### config.mk
export PLATFORM = sky130hd
export DESIGN_NAME = walsh_sum
export DESIGN_NICKNAME = d
export VERILOG_FILES = /design/src/rtl/walsh_sum_pkg.sv /design/src/rtl/walsh_coef_bank.sv /design/src/rtl/walsh_term_stage.sv /design/src/rtl/walsh_add_tree.sv /design/src/rtl/walsh_sum.sv
export SDC_FILE = /design/constraint.sdc
export NUM_CORES = 2
export LEC_CHECK = 0
export ABC_AREA = 1
export ABC_CLOCK_PERIOD_IN_PS = 3000
export BUFFER_PORTS_ARGS = -buffer_cell sky130_fd_sc_hd__buf_2
export CAP_MARGIN = 25
export CELL_PAD_IN_SITES_DETAIL_PLACEMENT = 1
export CELL_PAD_IN_SITES_GLOBAL_PLACEMENT = 2
export CORE_MARGIN = 1
export CORE_UTILIZATION = 38
export DETAILED_ROUTE_END_ITERATION = 10
export GPL_ROUTABILITY_DRIVEN = 0
export GPL_TIMING_DRIVEN = 0
export PLACE_DENSITY_LB_ADDON = 0.2
export SYNTH_ARGS = -nofsm -noshare
export SYNTH_HDL_FRONTEND = slang
export SYNTH_HIERARCHICAL = 1
export SYNTH_SLANG_ARGS = --single-unit
### constraint.sdc
create_clock -name clk -period 3 [get_ports clk]
set_input_delay 0.45 -clock clk [delete_from_list [all_inputs] [get_ports clk]]
set_output_delay 0.45 -clock clk [all_outputs]
set_load 0.01 [all_outputs]
### src/rtl/walsh_sum_pkg.sv
package walsh_sum_pkg;

  // Sum width that holds NSEQ terms of magnitude up to 2^(CW-1) without overflow.
  function automatic int sum_width(input int nseq, input int cw);
    return cw + $clog2(nseq) + 1;
  endfunction

  // Cycles from input sampling to a registered sum.
  function automatic int pipe_latency(input int nseq);
    return $clog2(nseq) + 1;
  endfunction

endpackage

### src/rtl/walsh_coef_bank.sv
module walsh_coef_bank #(
  parameter int NSEQ = 64,
  parameter int CW   = 6,
  localparam int BW  = NSEQ * CW
) (
  input  logic          clk,
  input  logic          rst,
  input  logic          coef_load,
  input  logic [BW-1:0] coef_in,
  input  logic          period_start,
  output logic [BW-1:0] bank_eff,
  output logic [BW-1:0] act_q,
  output logic [BW-1:0] stg_q,
  output logic          pend_q
);

  logic swap;
  assign swap = period_start & pend_q;

  // The sample taken on a swapping cycle already sees the staged bank.
  assign bank_eff = swap ? stg_q : act_q;

  always_ff @(posedge clk) begin
    if (rst) begin
      stg_q  <= '0;
      act_q  <= '0;
      pend_q <= 1'b0;
    end else begin
      if (coef_load) stg_q <= coef_in;
      if (swap)      act_q <= stg_q;
      pend_q <= coef_load | (pend_q & ~period_start);
    end
  end

endmodule

### src/rtl/walsh_term_stage.sv
module walsh_term_stage #(
  parameter int NSEQ = 64,
  parameter int CW   = 6,
  localparam int TW  = CW + 1
) (
  input  logic                 clk,
  input  logic                 rst,
  input  logic [NSEQ-1:0]      seq,
  input  logic [NSEQ*CW-1:0]   bank,
  output logic [NSEQ*TW-1:0]   terms
);

  for (genvar i = 0; i < NSEQ; i++) begin : g_term
    logic signed [TW-1:0] ext;
    assign ext = {bank[i*CW+CW-1], bank[i*CW +: CW]};
    always_ff @(posedge clk) begin
      if (rst) terms[i*TW +: TW] <= '0;
      else     terms[i*TW +: TW] <= seq[i] ? ext : -ext;
    end
  end

endmodule

### src/rtl/walsh_add_tree.sv
module walsh_add_tree #(
  parameter int NSEQ = 64,
  parameter int TW   = 7,
  parameter int SW   = 13
) (
  input  logic                  clk,
  input  logic                  rst,
  input  logic [NSEQ*TW-1:0]    leaves,
  output logic signed [SW-1:0]  sum_q
);

  // Heap layout: node 1 is the root, nodes NSEQ..2*NSEQ-1 are the leaves.
  logic signed [SW-1:0] nd    [1:NSEQ-1];
  logic signed [SW-1:0] all_n [1:2*NSEQ-1];

  always_comb begin
    for (int k = 1; k < 2*NSEQ; k++) begin
      if (k < NSEQ) all_n[k] = nd[k];
      else all_n[k] = {{(SW-TW){leaves[(k-NSEQ)*TW+TW-1]}}, leaves[(k-NSEQ)*TW +: TW]};
    end
  end

  always_ff @(posedge clk) begin
    for (int k = 1; k < NSEQ; k++) begin
      if (rst) nd[k] <= '0;
      else     nd[k] <= all_n[2*k] + all_n[2*k+1];
    end
  end

  assign sum_q = nd[1];

endmodule

### src/rtl/walsh_sum.sv
module walsh_sum
  import walsh_sum_pkg::*;
#(
  parameter int NSEQ = 64,
  parameter int CW   = 6,
  localparam int SW  = sum_width(NSEQ, CW),
  localparam int LAT = pipe_latency(NSEQ),
  localparam int TW  = CW + 1
) (
  input  logic                 clk,
  input  logic                 rst,
  input  logic [NSEQ-1:0]      seq_bits,
  input  logic                 period_start,
  input  logic                 coef_load,
  input  logic [NSEQ*CW-1:0]   coef_bank,
  output logic signed [SW-1:0] sum_out,
  output logic                 sum_valid
);

  logic [NSEQ*CW-1:0] bank_eff, act_bank, stg_bank;
  logic               bank_pend;
  logic [NSEQ*TW-1:0] terms;
  logic [LAT-1:0]     vld_sr;

  walsh_coef_bank #(.NSEQ(NSEQ), .CW(CW)) u_bank (
    .clk(clk), .rst(rst), .coef_load(coef_load), .coef_in(coef_bank),
    .period_start(period_start), .bank_eff(bank_eff), .act_q(act_bank),
    .stg_q(stg_bank), .pend_q(bank_pend)
  );

  walsh_term_stage #(.NSEQ(NSEQ), .CW(CW)) u_terms (
    .clk(clk), .rst(rst), .seq(seq_bits), .bank(bank_eff), .terms(terms)
  );

  walsh_add_tree #(.NSEQ(NSEQ), .TW(TW), .SW(SW)) u_tree (
    .clk(clk), .rst(rst), .leaves(terms), .sum_q(sum_out)
  );

  always_ff @(posedge clk) begin
    if (rst) vld_sr <= '0;
    else     vld_sr <= {vld_sr[LAT-2:0], 1'b1};
  end

  assign sum_valid = vld_sr[LAT-1];

endmodule

==> impl_metrics.json <==
{
  "io_buffer_count": 463,
  "cp.required_ns": 3.75,
  "dominant_combinational_cell_family_by_area_after_synthesis": "simple AND/OR/NAND/NOR gates",
  "placedCellCount": 17467,
  "final_period_demand_of_the_worst_path_ns": 2.687,
  "asyncSetResetFlopFracSynth": 0,
  "dieArea_mm2": 0.2489,
  "area_fraction_in_compound_gates_after_synthesis": 0.09969,
  "layout.nets": 16025,
  "initial_util": 0.3818,
  "finish.instance_area_mm2": 0.1122,
  "cts_max_level": 4,
  "worst_slew_margin_rel": 0.3367,
  "post_synth_fa_ha_maj_area_fraction": 0.09294,
  "crit_fanout": 10,
  "die_w_um": 498.9,
  "post-route-period-util": 0.8958,
  "switching_share": 0.3147,
  "post-synth-top-count-cell": "sky130_fd_sc_hd__nand2_1",
  "cell_taking_the_most_area_after_synthesis": "sky130_fd_sc_hd__dfxtp_1",
  "ys_seq_area_frac": 0.4018,
  "synth-edff-count": 0,
  "postSynthRegisterBits": 1883,
  "timing.clock.skew_ns": 0.03647,
  "route.detailed.vias_per_inst": 4.773,
  "synth_ff_type": "sky130_fd_sc_hd__dfxtp_1",
  "ant_nets": 0,
  "finalSetupViolations": 0,
  "path_clk_slew_ns": 0.06,
  "via_count_of_the_first_global_routing_pass": 92233,
  "syn_avg_cell_area_um2": 6.807,
  "hold_path_class": "primary input to register",
  "layout-drive-gt1-share": 0.08264,
  "route.detailed.drc": 0,
  "dp_hpwl_um": 227100,
  "cts_inserted_buffers": 216,
  "start_to_end_type_of_the_worst_setup_path": "register to register",
  "cellLeakagePower_uw": 0.05822,
  "sequentialPowerShare": 0.402,
  "crit_reg_reg_startpoint": "u_bank/pend_q$_SDFF_PP0_",
  "yosys-top-cells-area": "sky130_fd_sc_hd__dfxtp_1 (40%), sky130_fd_sc_hd__nand2_1 (14%), sky130_fd_sc_hd__inv_1 (10%), sky130_fd_sc_hd__ha_1 (7.9%), sky130_fd_sc_hd__nor2_1 (6.8%)",
  "drt_pass1_iterations": 5,
  "cp-start-kind": "register",
  "worstSkewPairLatency_ns": 0.88,
  "muxShareOfSynthArea": 0,
  "seq_area_mm2": 0.03770,
  "timing.critical_path.to_type": "register",
  "post-synth-top-area-fraction": 0.4018,
  "cts_tree": "done",
  "run_status": "completed",
  "synth_cell_type_count": 31,
  "comb_power_share": 0.223,
  "maximum_number_of_pins_on_one_net_before_global_route_repair": 17,
  "grt_first_pass_wirelength_um": 476900,
  "worst_hold_startpoint": "coef_bank[23]",
  "timing.final.max_slew_violations": 0,
  "max_cap_violations": 0,
  "fmaxAchievable_mhz": 372.1,
  "clockRootBuffer": "sky130_fd_sc_hd__clkbuf_16",
  "pre_cts_slack_ns": -0.5229,
  "finalHoldViolCount": 0,
  "post_dp_cell_area_mm2": 0.1002,
  "utilization": 0.4566,
  "worst_setup_path_startpoint": "u_bank/pend_q$_SDFF_PP0_",
  "area_of_the_core_region_mm2": 0.2457,
  "antenna_violations_before_repair": 36,
  "grt_setup_unrepaired": "no",
  "clock_path_buffers": 3,
  "number_of_non_filler_instances_in_the_completed_layout": 18331,
  "synth_warnings": 6,
  "totalNegativeSetupSlack_ns": 0,
  "clockPowerShare": 0.375,
  "clock-sinks": 1883,
  "via_count": 87488,
  "syn-instance-count": 13781,
  "multi_input_comb_area_mm2": 0.04422,
  "dieHeight_um": 498.9,
  "irDropWorstVdd_v": 0.0005958,
  "worst-slew-pin-transition_ns": 0.9950,
  "cp_data_arrival_time_ns": 3.44,
  "final_critical_path_setup_slack_ns": 0.3126,
  "route.final.wire_length_um": 298000,
  "areaGrowthSynthToFinish_pct": 19.59,
  "floorplan.rows": 182,
  "p_int_uw": 49950,
  "drt-initial-drc-count": 3326,
  "synth.net_count": 14892,
  "synthXorXnorAreaFrac": 0.004668,
  "synth_top_cells_by_count": "sky130_fd_sc_hd__nand2_1 (3,515), sky130_fd_sc_hd__inv_1 (2,535), sky130_fd_sc_hd__dfxtp_1 (1,883), sky130_fd_sc_hd__nor2_1 (1,700), sky130_fd_sc_hd__a21oi_1 (1,217)",
  "grt_usage": 0.2367,
  "grt_remaining_overflow": 0,
  "power.net_switching_uw": 22940,
  "post_synth_and_or_nand_nor_area_fraction": 0.2741,
  "number_of_placed_i_o_pins": 466,
  "synthesis.area_mm2": 0.09381,
  "avgRoutedWirePerCell_um": 16.26,
  "filler_cell_count": 31499,
  "power_density_mw_per_mm2": 649.7
}
==> placed cells by master, fill, tap and decap left out, drive strengths merged <==
master / instances
diode: 21
dlygate4sd3: 449
clkinvlp: 12
o21ai: 511
a21o: 6
and2: 7
inv: 2547
nand3: 1052
buf: 849
or2: 4
o211ai: 10
o21bai: 49
clkinv: 60
a21boi: 9
dfxtp: 1883
xnor2: 50
bufinv: 23
ha: 596
a21oi: 1218
nand2: 3530
nor2: 1700
clkbuf: 333
o21a: 11
nand4: 90
nor3: 28
fa: 63
==> cell families after synthesis <==
family / after synthesis
DFF: 1883
AOI/OAI and AO/OA: 1814
adders and majority gates: 659
xor gates and xnor gates: 50
and+or+nand+nor: 6411
buffers and inverters: 2964
==> through the flow <==
stage / hold slack, ns / power (uW)
6_report: 0.09960 / 72890
5_1_grt: 0.04250 / 77360
4_1_cts: 0.02019 / 73850
3_5_place_dp: 0.4056 / 45540
3_3_place_gp: 0.3948 / 44990
2_1_floorplan: 0.3883 / 40360
==> worst paths after layout <==
path | endpoint | slack (ns) | depth (start not counted)
min | u_bank/stg_q[23]$_SDFFE_PP0P_ | 0.1 | 3
min reg2reg | vld_sr[1]$_SDFF_PP0_ | 0.42 | 2
max reg2reg | u_terms/terms[312]$_SDFF_PP0_ | 0.31 | 13
max | u_terms/terms[312]$_SDFF_PP0_ | 0.31 | 13
==> registers in the layout, indices dropped and copies added, names as in the netlist <==
| register | count |
|---|---|
| vld_sr | 7 |
| u_bank/pend_q | 1 |
| u_bank/stg_q | 384 |
| u_bank/act_q | 384 |
| u_terms/terms | 448 |
| u_tree/nd | 659 |
==> cell type report <==
class / count / area share
Timing Repair Buffer: 915 / 0.06138
Clock buffer: 294 / 0.05475
Buffer: 422 / 0.02104
Tap cell: 3220 / 0.03591
Clock inverter: 100 / 0.01125
Antenna cell: 21 / 0.0004684
Inverter: 2542 / 0.08505
Sequential cell: 1883 / 0.3360
Multi-Input combinational cell: 8934 / 0.3941
==> power by group through the flow <==
stage | registers (uW) | logic, uW | clock network, uW
4_1_cts | 29300 | 16400 | 28200
3_5_place_dp | 29900 | 15700 | 0
6_report | 29300 | 16300 | 27300
3_3_place_gp | 29800 | 15200 | 0
5_1_grt | 29600 | 18600 | 29200
2_1_floorplan | 29200 | 11100 | 0
==> worst max-delay path, cell delays in order, from the launching register on <==
cell and delay, ns:
sky130_fd_sc_hd__dfxtp_1 0.31, sky130_fd_sc_hd__buf_4 0.34, sky130_fd_sc_hd__buf_2 0.45, sky130_fd_sc_hd__buf_2 0.29
sky130_fd_sc_hd__nand3_1 0.10, sky130_fd_sc_hd__nand2_1 0.10, sky130_fd_sc_hd__inv_1 0.05, sky130_fd_sc_hd__inv_1 0.11
sky130_fd_sc_hd__ha_1 0.20, sky130_fd_sc_hd__inv_1 0.08, sky130_fd_sc_hd__nor2_1 0.19, sky130_fd_sc_hd__nand2_1 0.13
sky130_fd_sc_hd__a21oi_1 0.15, sky130_fd_sc_hd__nor2_1 0.06
==> repair_timing <==
| item | CTS | global route |
|---|---|---|
| hold buffers | 449 | 0 |
| buffers inserted | 0 | 0 |
| endpoints found under the setup margin | 0 | 1 |
| resized for setup | 0 | 1 |
| endpoints found under the hold margin | 645 | 0 |
==> metal layers <==
metal	routed length [um]	global-route usage
met1	134900	0.2938
met2	144300	0.4206
met3	8731	0.02569
met4	10050	0.08350
met5	23	0
Power figures use the tool's default switching activity.
